**src/rtl/wbk_pkg.sv**
```systemverilog
package wbk_pkg;
  // Parity code carried with each read pair: bit 1 = engine 1, bit 0 = engine 2, 1 = odd
  typedef enum logic [1:0] {
    PAIR_EVEN = 2'b00,
    SPLIT_E1  = 2'b01,
    SPLIT_O1  = 2'b10,
    PAIR_ODD  = 2'b11
  } pair_code_e;

  localparam int SEG_EVEN = 0;
  localparam int SEG_ODD  = 1;
endpackage

```
**src/rtl/wbk_delay_line.sv**
```systemverilog
module wbk_delay_line #(
  parameter int W   = 8,
  parameter int LAT = 4
) (
  input  logic         clk,
  input  logic         rst,
  input  logic [W-1:0] din,
  output logic [W-1:0] dout
);
  logic [W-1:0] stg [LAT];

  always_ff @(posedge clk) begin
    if (rst) begin
      for (int i = 0; i < LAT; i++) stg[i] <= '0;
    end else begin
      stg[0] <= din;
      for (int i = 1; i < LAT; i++) stg[i] <= stg[i-1];
    end
  end

  assign dout = stg[LAT-1];
endmodule

```
**src/rtl/wbk_steer.sv**
```systemverilog
module wbk_steer
  import wbk_pkg::*;
#(
  parameter int EW = 17
) (
  input  logic                valid,
  input  logic [1:0]          code,
  input  logic [EW-1:0]       ent1,
  input  logic [EW-1:0]       ent2,
  output logic [1:0][1:0]     seg_n,
  output logic [1:0][EW-1:0]  seg_s0,
  output logic [1:0][EW-1:0]  seg_s1
);
  always_comb begin
    seg_n  = '0;
    seg_s0 = {ent1, ent1};
    seg_s1 = {ent2, ent2};
    if (valid) begin
      case (pair_code_e'(code))
        PAIR_EVEN: seg_n[SEG_EVEN] = 2'd2;
        PAIR_ODD:  seg_n[SEG_ODD]  = 2'd2;
        SPLIT_E1: begin
          seg_n[SEG_EVEN]  = 2'd1;
          seg_n[SEG_ODD]   = 2'd1;
          seg_s0[SEG_ODD]  = ent2;
        end
        SPLIT_O1: begin
          seg_n[SEG_EVEN]  = 2'd1;
          seg_n[SEG_ODD]   = 2'd1;
          seg_s0[SEG_EVEN] = ent2;
        end
        default: seg_n = '0;
      endcase
    end
  end
endmodule

```
**src/rtl/wbk_seg_fifo.sv**
```systemverilog
module wbk_seg_fifo #(
  parameter int EW    = 17,
  parameter int DEPTH = 8
) (
  input  logic          clk,
  input  logic          rst,
  input  logic [1:0]    push_n,
  input  logic [EW-1:0] slot0,
  input  logic [EW-1:0] slot1,
  output logic          out_we,
  output logic [EW-1:0] out_ent,
  output logic          ovf
);
  localparam int PW = $clog2(DEPTH);
  localparam int CW = $clog2(DEPTH + 1);

  logic [EW-1:0] mem [DEPTH];
  logic [PW-1:0] head, tail;
  logic [CW-1:0] cnt;
  logic          pop, acc0, acc1;
  logic [CW:0]   space;

  always_comb begin
    pop   = (cnt != '0);
    space = (CW+1)'(DEPTH) - {1'b0, cnt} + (CW+1)'(pop);
    acc0  = (push_n != 2'd0) && (space != '0);
    acc1  = (push_n == 2'd2) && (space >= (CW+1)'(2));
    ovf   = (CW+1)'(push_n) > space;
  end

  always_ff @(posedge clk) begin
    if (acc0) mem[tail] <= slot0;
    if (acc1) mem[tail + PW'(1)] <= slot1;
  end

  always_ff @(posedge clk) begin
    if (pop) out_ent <= mem[head];
  end

  always_ff @(posedge clk) begin
    if (rst) begin
      head   <= '0;
      tail   <= '0;
      cnt    <= '0;
      out_we <= 1'b0;
    end else begin
      head   <= head + PW'(pop);
      tail   <= tail + PW'(acc0) + PW'(acc1);
      cnt    <= cnt + CW'(acc0) + CW'(acc1) - CW'(pop);
      out_we <= pop;
    end
  end
endmodule

```
**src/rtl/wbk_dual_writeback.sv**
```systemverilog
module wbk_dual_writeback
  import wbk_pkg::*;
#(
  parameter int ROW_W  = 9,
  parameter int DATA_W = 8,
  parameter int DEPTH  = 8,
  parameter int LAT    = 4
) (
  input  logic              clk,
  input  logic              rst,
  input  logic              rd_valid,
  input  logic [1:0]        rd_code,
  input  logic [ROW_W-1:0]  rd_row1,
  input  logic [ROW_W-1:0]  rd_row2,
  input  logic [DATA_W-1:0] res1,
  input  logic [DATA_W-1:0] res2,
  output logic              even_we,
  output logic [ROW_W-1:0]  even_row,
  output logic [DATA_W-1:0] even_data,
  output logic              odd_we,
  output logic [ROW_W-1:0]  odd_row,
  output logic [DATA_W-1:0] odd_data,
  output logic              ovf_err
);
  localparam int EW  = ROW_W + DATA_W;
  localparam int DLW = 3 + 2 * ROW_W;

  logic [DLW-1:0]       dl_out;
  logic                 d_valid;
  logic [1:0]           d_code;
  logic [ROW_W-1:0]     d_row1, d_row2;
  logic [1:0][1:0]      seg_n;
  logic [1:0][EW-1:0]   seg_s0, seg_s1, seg_ent;
  logic [1:0]           seg_we, seg_ovf;

  wbk_delay_line #(.W(DLW), .LAT(LAT)) u_dly (
    .clk (clk),
    .rst (rst),
    .din ({rd_valid, rd_code, rd_row1, rd_row2}),
    .dout(dl_out)
  );

  assign {d_valid, d_code, d_row1, d_row2} = dl_out;

  wbk_steer #(.EW(EW)) u_steer (
    .valid (d_valid),
    .code  (d_code),
    .ent1  ({d_row1, res1}),
    .ent2  ({d_row2, res2}),
    .seg_n (seg_n),
    .seg_s0(seg_s0),
    .seg_s1(seg_s1)
  );

  for (genvar g = 0; g < 2; g++) begin : g_seg
    wbk_seg_fifo #(.EW(EW), .DEPTH(DEPTH)) u_fifo (
      .clk    (clk),
      .rst    (rst),
      .push_n (seg_n[g]),
      .slot0  (seg_s0[g]),
      .slot1  (seg_s1[g]),
      .out_we (seg_we[g]),
      .out_ent(seg_ent[g]),
      .ovf    (seg_ovf[g])
    );
  end

  always_ff @(posedge clk) begin
    if (rst)           ovf_err <= 1'b0;
    else if (|seg_ovf) ovf_err <= 1'b1;
  end

  assign even_we   = seg_we[SEG_EVEN];
  assign even_row  = seg_ent[SEG_EVEN][EW-1:DATA_W];
  assign even_data = seg_ent[SEG_EVEN][DATA_W-1:0];
  assign odd_we    = seg_we[SEG_ODD];
  assign odd_row   = seg_ent[SEG_ODD][EW-1:DATA_W];
  assign odd_data  = seg_ent[SEG_ODD][DATA_W-1:0];
endmodule

```
**config.mk**
```make
export PLATFORM = sky130hd
export DESIGN_NAME = wbk_dual_writeback
export DESIGN_NICKNAME = d
export VERILOG_FILES = /design/src/rtl/wbk_pkg.sv /design/src/rtl/wbk_delay_line.sv /design/src/rtl/wbk_steer.sv /design/src/rtl/wbk_seg_fifo.sv /design/src/rtl/wbk_dual_writeback.sv
export SDC_FILE = /design/constraint.sdc
export NUM_CORES = 1
export LEC_CHECK = 0
export BUFFER_PORTS_ARGS = -buffer_cell sky130_fd_sc_hd__buf_2
export CAP_MARGIN = 30
export CORE_ASPECT_RATIO = 2
export CORE_MARGIN = 3
export CORE_UTILIZATION = 41
export DETAILED_ROUTE_END_ITERATION = 7
export PLACE_DENSITY = 0.67
export SLEW_MARGIN = 20
export SYNTH_ARGS = -nofsm -noshare
export SYNTH_HDL_FRONTEND = slang
export SYNTH_SLANG_ARGS = --single-unit
```
**constraint.sdc**
```tcl
create_clock -name clk -period 5.4 [get_ports clk]
set_clock_uncertainty 0.2 [all_clocks]
set_input_delay 1.62 -clock clk [delete_from_list [all_inputs] [get_ports clk]]
set_output_delay 1.62 -clock clk [all_outputs]
set_load 0.005 [all_outputs]
```
==> flow_metrics.py, run 1 <==
metrics = {
    "synthesis": {
        "ys.flop_type": "edfxtp_1",
        "yosysWarnings": 0,
        "syn_area_um2": 19200,
        "yosys.area.top_type": "edfxtp_1",
        "synth_seq_cells": 413,
        "synth.top_cell.area_share_pct": 47.8,
        "synthArstFlopShare_pct": 0,
        "synth-edff-count": 306,
        "synth_area_leaders": "edfxtp_1 48%, mux2_2 20%, dfxtp_1 11%",
        "syn_inst": 1196,
        "syn_area_per_cell_um2": 16.1,
        "syn-num-nets": 1273,
        "ys_seq_area_share_pct": 59.0,
        "synth.distinct_cells": 51,
    },
    "worst_setup_path": {
        "worstSetupPathType": "reg -> reg",
        "cpPeakStageDelay_ns": 0.51,
        "worst-path-max-fanout": 9,
        "critical_path_required_ns": 5.61,
        "end_kind": "register",
        "cp_common_cell": "ha_1",
        "r2r_start": "g_seg[1].u_fifo.cnt[3]",
        "worst_ep_arrival_time_ns": 4.54,
        "timing.rr.end": "g_seg[1].u_fifo.cnt[2]",
        "slowest_stage": "or3b_2",
        "ff2ff_setup_slack_ns": 1.07,
        "ff2ff_path_depth": 17,
        "start_kind": "register",
        "path_cells": "inv_1 -> ha_1 -> and2_1 -> ha_1 -> inv_1 -> ha_1 -> nor4_1 -> a31oi_1 -> nor3_1 -> buf_4 -> or3b_2 -> ha_1 -> inv_1 -> fa_1 -> fa_1 -> xor2_1 -> nor2_1",
    },
    "cts": {
        "post_cts_buffers": 0,
        "cts_max_path_buffers": 3,
        "cts-buffers-inserted": 37,
        "h-tree-depth": 2,
        "clkTransAtPathRegs_ns": 0.07,
        "cts-hold-fix-buffers": 0,
        "cts_tree": "yes",
        "insertion_delay_ns": 0.54,
        "clock-sinks": 413,
        "post_cts_resized": 0,
        "cts-root-buf": "clkbuf_16",
    },
    "hold_path": {
        "min_path_cells": 1,
        "min_from": "u_dly.stg[1][9]",
        "min_path_type": "reg -> reg",
        "hold_path_end": "u_dly.stg[2][9]",
    },
    "cells_and_area": {
        "multiInputGateArea_um2": 7390,
        "final_util_pct": 46.8,
        "layout_commonest_cell": "mux2_2",
        "ff_latch_area_um2": 11300,
        "final_cells": 1918,
        "synthToLayoutAreaGrowth_pct": 12.3,
        "layout.nets": 1345,
        "final_cell_mix": "340 x mux2_2, 306 x edfxtp_1, 105 x dfxtp_1, 93 x nor2b_1, 75 x buf_2",
        "n_antenna_cell": 0,
        "drive_above_1_share_pct": 46.3,
        "fillers": 4104,
    },
    "placement": {
        "place_inst": 1848,
        "port_buffers": 75,
        "place.gp.congestion": 0.794,
        "pre_cts_ws_ns": 0.847,
        "dpl.hpwl_um": 27600,
    },
    "pwr": {
        "p_per_area_nw_per_um2": 392,
        "irDropWorstVdd_mv": 0.201,
        "p_leak_nw": 7.75,
    },
    "global_routing": {
        "antenna_found_initial": 0,
        "grt_pass1_vias": 11300,
        "grt_max_degree": 49,
        "track_usage_pct": 17.9,
        "grt_pass1_wl_um": 68100,
        "grt-ovfl-total": 0,
    },
    "timing": {
        "worst_slack_ns": 1.07,
        "rsz0062_at_grt": "no",
        "timing.final.crit_share_pct": 80.2,
        "finalSetupViolations": 0,
        "drv_slew": 0,
        "finalCriticalPeriod_ns": 4.33,
        "max_slew_margin_pct": 36.4,
        "fmax_mhz": 231,
        "fin_setup_tns_ns": 0,
        "finalHoldViolations": 0,
        "worstMarginPinSlew_ns": 0.930,
    },
    "floorplanning": {
        "dieArea_um2": 49700,
        "ios": 76,
        "dieHeight_um": 312,
        "rows": 111,
        "die_w_um": 159,
        "core_um2": 46100,
        "initial_core_util_pct": 41.7,
    },
    "route": {
        "drt-pass1-iter-count": 4,
        "num_vias": 10200,
        "drc": 0,
        "routed_via_density": 5.34,
        "drtAntennaViolNets": 0,
        "drt_iter0_drc": 576,
        "wire_per_inst_um": 23.0,
        "wirelength_um": 44200,
    },
    "flow_run": {
        "cap_violations": 0,
    },
    "outcome": {
        "status": "finished clean",
    },
}
## kinds of logic (layout without fill, tap and decap cells)
group                      after synthesis  count (layout)  synth area share [%]
DFF                                    413             413                  59.0
muxes                                  410             410                  28.0
and+or+nand+nor                        180             180                  5.76
buffers and inverters                  109             210                  2.75
adders and majority gates               38              38                  2.71
AOI/OAI and AO/OA                       35              35                  1.34
xor gates and xnor gates                11              11                 0.501
## final cells by class
| class | instances | share of cell area, % |
|---|---|---|
| Clock buffer | 48 | 4.77 |
| Clock inverter | 20 | 1.29 |
| Inverter | 29 | 0.504 |
| Multi-Input combinational cell | 674 | 34.2 |
| Sequential cell | 413 | 52.5 |
| Tap cell | 621 | 3.60 |
| Timing Repair Buffer | 113 | 3.10 |
## per-stage QoR
step           hold WS, ns  instance area, um2  total power [mW]
2_1_floorplan        0.214               19200              5.10
3_3_place_gp         0.222               20300              5.63
3_5_place_dp         0.222               20300              5.67
4_1_cts              0.232               21600              8.55
5_1_grt              0.245               21600              8.83
6_report             0.230               21600              8.45
## routing by layer
layer  wire [um]  up-vias  GRT usage [%]  share of wire [%]
met1       16500     5220           19.9                 37
met3        1590       92           2.14                3.6
met2       24500      249           34.0                 55
li1            -     4686              -                  -
met4        1650        0           7.35                3.7
met5           0        -              0                  0
## report_power, final
group	switching [mW]	leakage, nW	total (mW)	internal, mW
registers	0.158	3.66	3.84	3.68
clock network	1.18	0.635	2.87	1.69
logic	0.860	3.45	1.74	0.885
total	2.20	7.75	8.45	6.25
## state kept, by name, summed over array words and instances, names as in the netlist
register and flops:
g_seg.u_fifo.mem 272, u_dly.stg 84, g_seg.u_fifo.out_ent 34, g_seg.u_fifo.cnt 8, g_seg.u_fifo.head 6, g_seg.u_fifo.tail 6, g_seg.u_fifo.out_we 2, ovf_err 1
## worst max-delay path by stage
stage	end	slack [ns]	from	cells past startpoint
CTS	g_seg[0].u_fifo.cnt[2]	0.82	g_seg[0].u_fifo.cnt[3]	14
floorplan	g_seg[1].u_fifo.mem[5][0]	1.14	g_seg[1].u_fifo.cnt[3]	10
finish	g_seg[1].u_fifo.cnt[2]	1.07	g_seg[1].u_fifo.cnt[3]	17
global placement	g_seg[0].u_fifo.cnt[2]	1.04	g_seg[0].u_fifo.cnt[2]	15
global route	g_seg[1].u_fifo.cnt[2]	0.81	g_seg[1].u_fifo.cnt[2]	17
detailed placement	g_seg[0].u_fifo.cnt[2]	0.85	g_seg[0].u_fifo.cnt[2]	14
## synthesized netlist by cell type, types with 6 or more instances
| master | instances |
|---|---|
| mux2_2 | 340 |
| edfxtp_1 | 306 |
| dfxtp_1 | 107 |
| nor2b_1 | 93 |
| mux4_2 | 68 |
| clkbuf_1 | 49 |
| ha_1 | 32 |
| inv_1 | 29 |
| nor2_1 | 27 |
| buf_2 | 13 |
| nand2_1 | 10 |
| buf_4 | 9 |
| o21ai_0 | 9 |
| and3_1 | 8 |
| xnor2_1 | 8 |
| o21bai_1 | 7 |
| buf_6 | 6 |
| fa_1 | 6 |
| nor3_1 | 6 |
## worst max-delay path: cells and delay by family, from the launching register on
kind / cells / cell delay, ns
AOI/OAI and AO/OA: 1 / 0.28
xor gates and xnor gates: 1 / 0.15
adders and majority gates: 6 / 1.83
buffers and inverters: 4 / 0.39
DFF: 1 / 0.42
and+or+nand+nor: 5 / 0.91
No activity file was read; power rests on OpenSTA's default activity.
==> run 2: changes to the inputs <==
ABC_AREA = 1   (was unset)
PLACE_DENSITY = 0.69   (was 0.67)
clock period = 3.7 ns   (was 5.4 ns; I/O delays follow)
==> run 2 against run 1 <==
Compared with the run above:
- clock-buffer cell count decreased by 5
- combinational power increased by 150%
- area after synthesis increased by 10%
- synthesized cell count increased by 110%
==> flow_metrics.py, run 2 <==
metrics = {
    "outcome": {
        "status": "finished clean",
    },
    "floorplanning": {
        "die_w_um": 167,
        "dieHeight_um": 327,
        "ios": 76,
        "initial_core_util_pct": 41.5,
        "core_um2": 50900,
        "rows": 117,
        "dieArea_um2": 54500,
    },
    "cells_and_area": {
        "synthToLayoutAreaGrowth_pct": 11.7,
        "drive_above_1_share_pct": 11.5,
        "top_regs": "g_seg.u_fifo.mem (272), u_dly.stg (84), g_seg.u_fifo.out_ent (34)",
        "final_cell_mix": "734 x nand2_1, 313 x nor2_1, 306 x edfxtp_1, 272 x nand4_1, 178 x o21ai_0",
        "layout.nets": 2552,
        "top_register": "g_seg.u_fifo.mem",
        "fillers": 4723,
        "largest_reg_flops": 272,
        "stdcell_area_um2": 23600,
        "layout_commonest_cell": "nand2_1",
    },
    "route": {
        "wirelength_um": 62700,
        "met3WireLength_um": 4840,
        "drtAntennaViolNets": 0,
        "drt-pass1-iter-count": 6,
        "num_vias": 17900,
        "routed_via_density": 5.67,
        "drt_iter0_drc": 1633,
        "dr.max_layer_used": "met4",
        "m1WireLength_um": 19900,
        "wire_per_inst_um": 19.8,
        "drc": 0,
        "wl_met2_um": 32700,
    },
    "worst_setup_path": {
        "cpPeakStageDelay_ns": 0.46,
        "cp_common_cell": "inv_1",
        "ff2ff_path_depth": 17,
        "r2r_start": "g_seg[1].u_fifo.cnt[2]",
        "path_cells": "inv_1 -> ha_2 -> nand3_4 -> inv_1 -> ha_1 -> inv_1 -> ha_1 -> xnor2_2 -> nor2_2 -> nand3_1 -> nand2_1 -> ha_1 -> inv_1 -> fa_1 -> fa_1 -> o21ai_0 -> a21oi_1",
        "worst-path-max-fanout": 4,
        "slowest_stage": "fa_1",
        "worst_ep_arrival_time_ns": 3.82,
        "start_kind": "register",
        "timing.rr.end": "g_seg[1].u_fifo.cnt[2]",
        "ff2ff_setup_slack_ns": 0.13,
        "end_kind": "register",
        "worstSetupPathType": "reg -> reg",
        "critical_path_required_ns": 3.95,
    },
    "global_routing": {
        "track_usage_pct": 22.4,
        "antenna_found_initial": 1,
        "grt_pass1_vias": 18100,
        "grt_pass1_wl_um": 96400,
        "grt-ovfl-total": 0,
        "grt_max_degree": 145,
    },
    "cts": {
        "clock-sinks": 413,
        "h-tree-depth": 2,
        "cts_tree": "yes",
        "post_cts_buffers": 0,
        "clkTransAtPathRegs_ns": 0.07,
        "cts_max_path_buffers": 3,
        "cts-root-buf": "clkbuf_16",
        "cts-buffers-inserted": 38,
        "insertion_delay_ns": 0.57,
    },
    "flow_run": {
        "cap_violations": 0,
    },
    "synthesis": {
        "synth_area_leaders": "edfxtp_1 43%, nand2_1 13%, dfxtp_1 10%",
        "synth.distinct_cells": 28,
        "syn_inst": 2465,
        "syn-num-nets": 2542,
        "synth.top_cell.area_share_pct": 43.5,
        "ys.flop_type": "edfxtp_1",
        "syn_area_um2": 21100,
        "yosys.area.top_type": "edfxtp_1",
        "synth_seq_cells": 413,
        "ys_seq_area_share_pct": 53.6,
        "synth_most_common_cell": "nand2_1",
        "yosysWarnings": 0,
        "synth-edff-count": 306,
        "synth_common_cells": "734 x nand2_1, 313 x nor2_1, 306 x edfxtp_1",
        "syn_area_per_cell_um2": 8.58,
        "synthArstFlopShare_pct": 0,
    },
    "timing": {
        "rsz0062_at_grt": "yes",
        "worstMarginPinSlew_ns": 0.988,
        "worst_slack_ns": 0.131,
        "hold_ws_ns": 0.195,
        "timing.final.crit_share_pct": 96.5,
        "finalSetupViolations": 0,
        "drv_slew": 0,
        "finalHoldViolations": 0,
        "fmax_mhz": 280,
        "max_slew_margin_pct": 34.0,
        "fin_setup_tns_ns": 0,
        "finalCriticalPeriod_ns": 3.57,
    },
    "pwr": {
        "seqPwrFrac_pct": 39.6,
        "p_int_mw": 9.17,
        "netSwitchingFraction_pct": 36.0,
        "p_leak_nw": 9.80,
        "power_mw": 14.3,
        "power_switching_mw": 5.15,
        "irDropWorstVdd_mv": 0.724,
        "clkPwrFrac_pct": 30.1,
        "combPwrFrac_pct": 30.3,
        "p_per_area_nw_per_um2": 606,
    },
    "placement": {
        "place.gp.congestion": 0.912,
        "postPlaceCellArea_um2": 22300,
        "pre_cts_ws_ns": 0.128,
        "dpl.hpwl_um": 41000,
        "port_buffers": 75,
    },
    "hold_path": {
        "min_from": "u_dly.stg[2][8]",
        "min_path_type": "reg -> reg",
        "min_path_cells": 2,
        "hold_path_end": "u_dly.stg[3][8]",
    },
}
-- run 2: changes by cell type in the layout (fill, tap and decap cells not counted), sizes merged, moves of 7 or more --
cell,previous run,this run
nand3,2,46
o21bai,7,0
nand4,1,272
and3,8,0
mux2,340,0
nand2,15,738
clkinv,9,16
nor2b,95,0
buf,113,167
nor3,6,16
mux4,68,0
inv,30,157
nor2,27,333
o21ai,9,240
-- run 2: how the worst max path moves through the flow --
stage                                      start                     end  slack, ns  cells past startpoint
final                     g_seg[1].u_fifo.cnt[2]  g_seg[1].u_fifo.cnt[2]       0.13                     17
after global routing      g_seg[1].u_fifo.cnt[2]  g_seg[1].u_fifo.cnt[2]      -0.06                     17
after CTS                 g_seg[1].u_fifo.cnt[2]  g_seg[1].u_fifo.cnt[2]       0.10                     17
after detailed placement  g_seg[1].u_fifo.cnt[2]  g_seg[1].u_fifo.cnt[2]       0.13                     17
after global placement    g_seg[1].u_fifo.cnt[2]  g_seg[1].u_fifo.cnt[2]       0.17                     17
after floorplan           g_seg[1].u_fifo.cnt[2]  g_seg[1].u_fifo.cnt[2]       0.03                     18
-- run 2: stage by stage --
step           util (%)  cells
2_1_floorplan         -   2465
3_3_place_gp       43.7   3089
3_5_place_dp       43.7   3089
4_1_cts            46.3   3159
5_1_grt            46.4   3160
6_report           46.4   3160
-- run 2: per-layer routing --
| metal | track usage, % | up-vias |
|---|---|---|
| li1 | - | 8318 |
| met1 | 22.0 | 8357 |
| met2 | 41.8 | 960 |
| met3 | 3.15 | 289 |
| met4 | 17.4 | 0 |
| met5 | 0 | - |
-- run 2: area by class of cell --
cell class	instances	area, um2	share of cell area [%]
Tap cell	654	818	3.46
Inverter	156	586	2.48
Clock inverter	27	359	1.52
Timing Repair Buffer	167	1260	5.32
Antenna cell	1	2.50	0.0106
Clock buffer	43	1000	4.24
Multi-Input combinational cell	1699	8270	35.0
Sequential cell	413	11300	48.0
-- run 2: repair_timing --
action	in CTS	in global routing
resized for setup	0	3
setup endpoints to repair	0	3
hold buffers	0	0
-- run 2: power by group through the flow --
stage	clock network, mW	logic, mW	registers (mW)
after floorplan	0	3.18	5.65
after global placement	0	4.16	5.77
after detailed placement	0	4.27	5.78
after CTS	4.36	4.29	5.68
after global routing	4.54	4.81	5.72
final	4.31	4.34	5.68
-- run 2: cell families after synthesis --
kind of cell	synth area share (%)
flops	53.6
compound gates	5.87
buf+inv	7.53
simple gates	30.3
fa+ha+maj	2.46
xor+xnor	0.290
-- run 2: critical path, delay by kind of cell (launching register included) --
family	cells	cell delay, ns
buffers and inverters	4	0.34
AND/OR/NAND/NOR	4	0.35
AO/OA/AOI/OAI	2	0.24
flip-flops	1	0.33
XOR/XNOR	1	0.18
adder cells (fa/ha/maj)	6	1.81
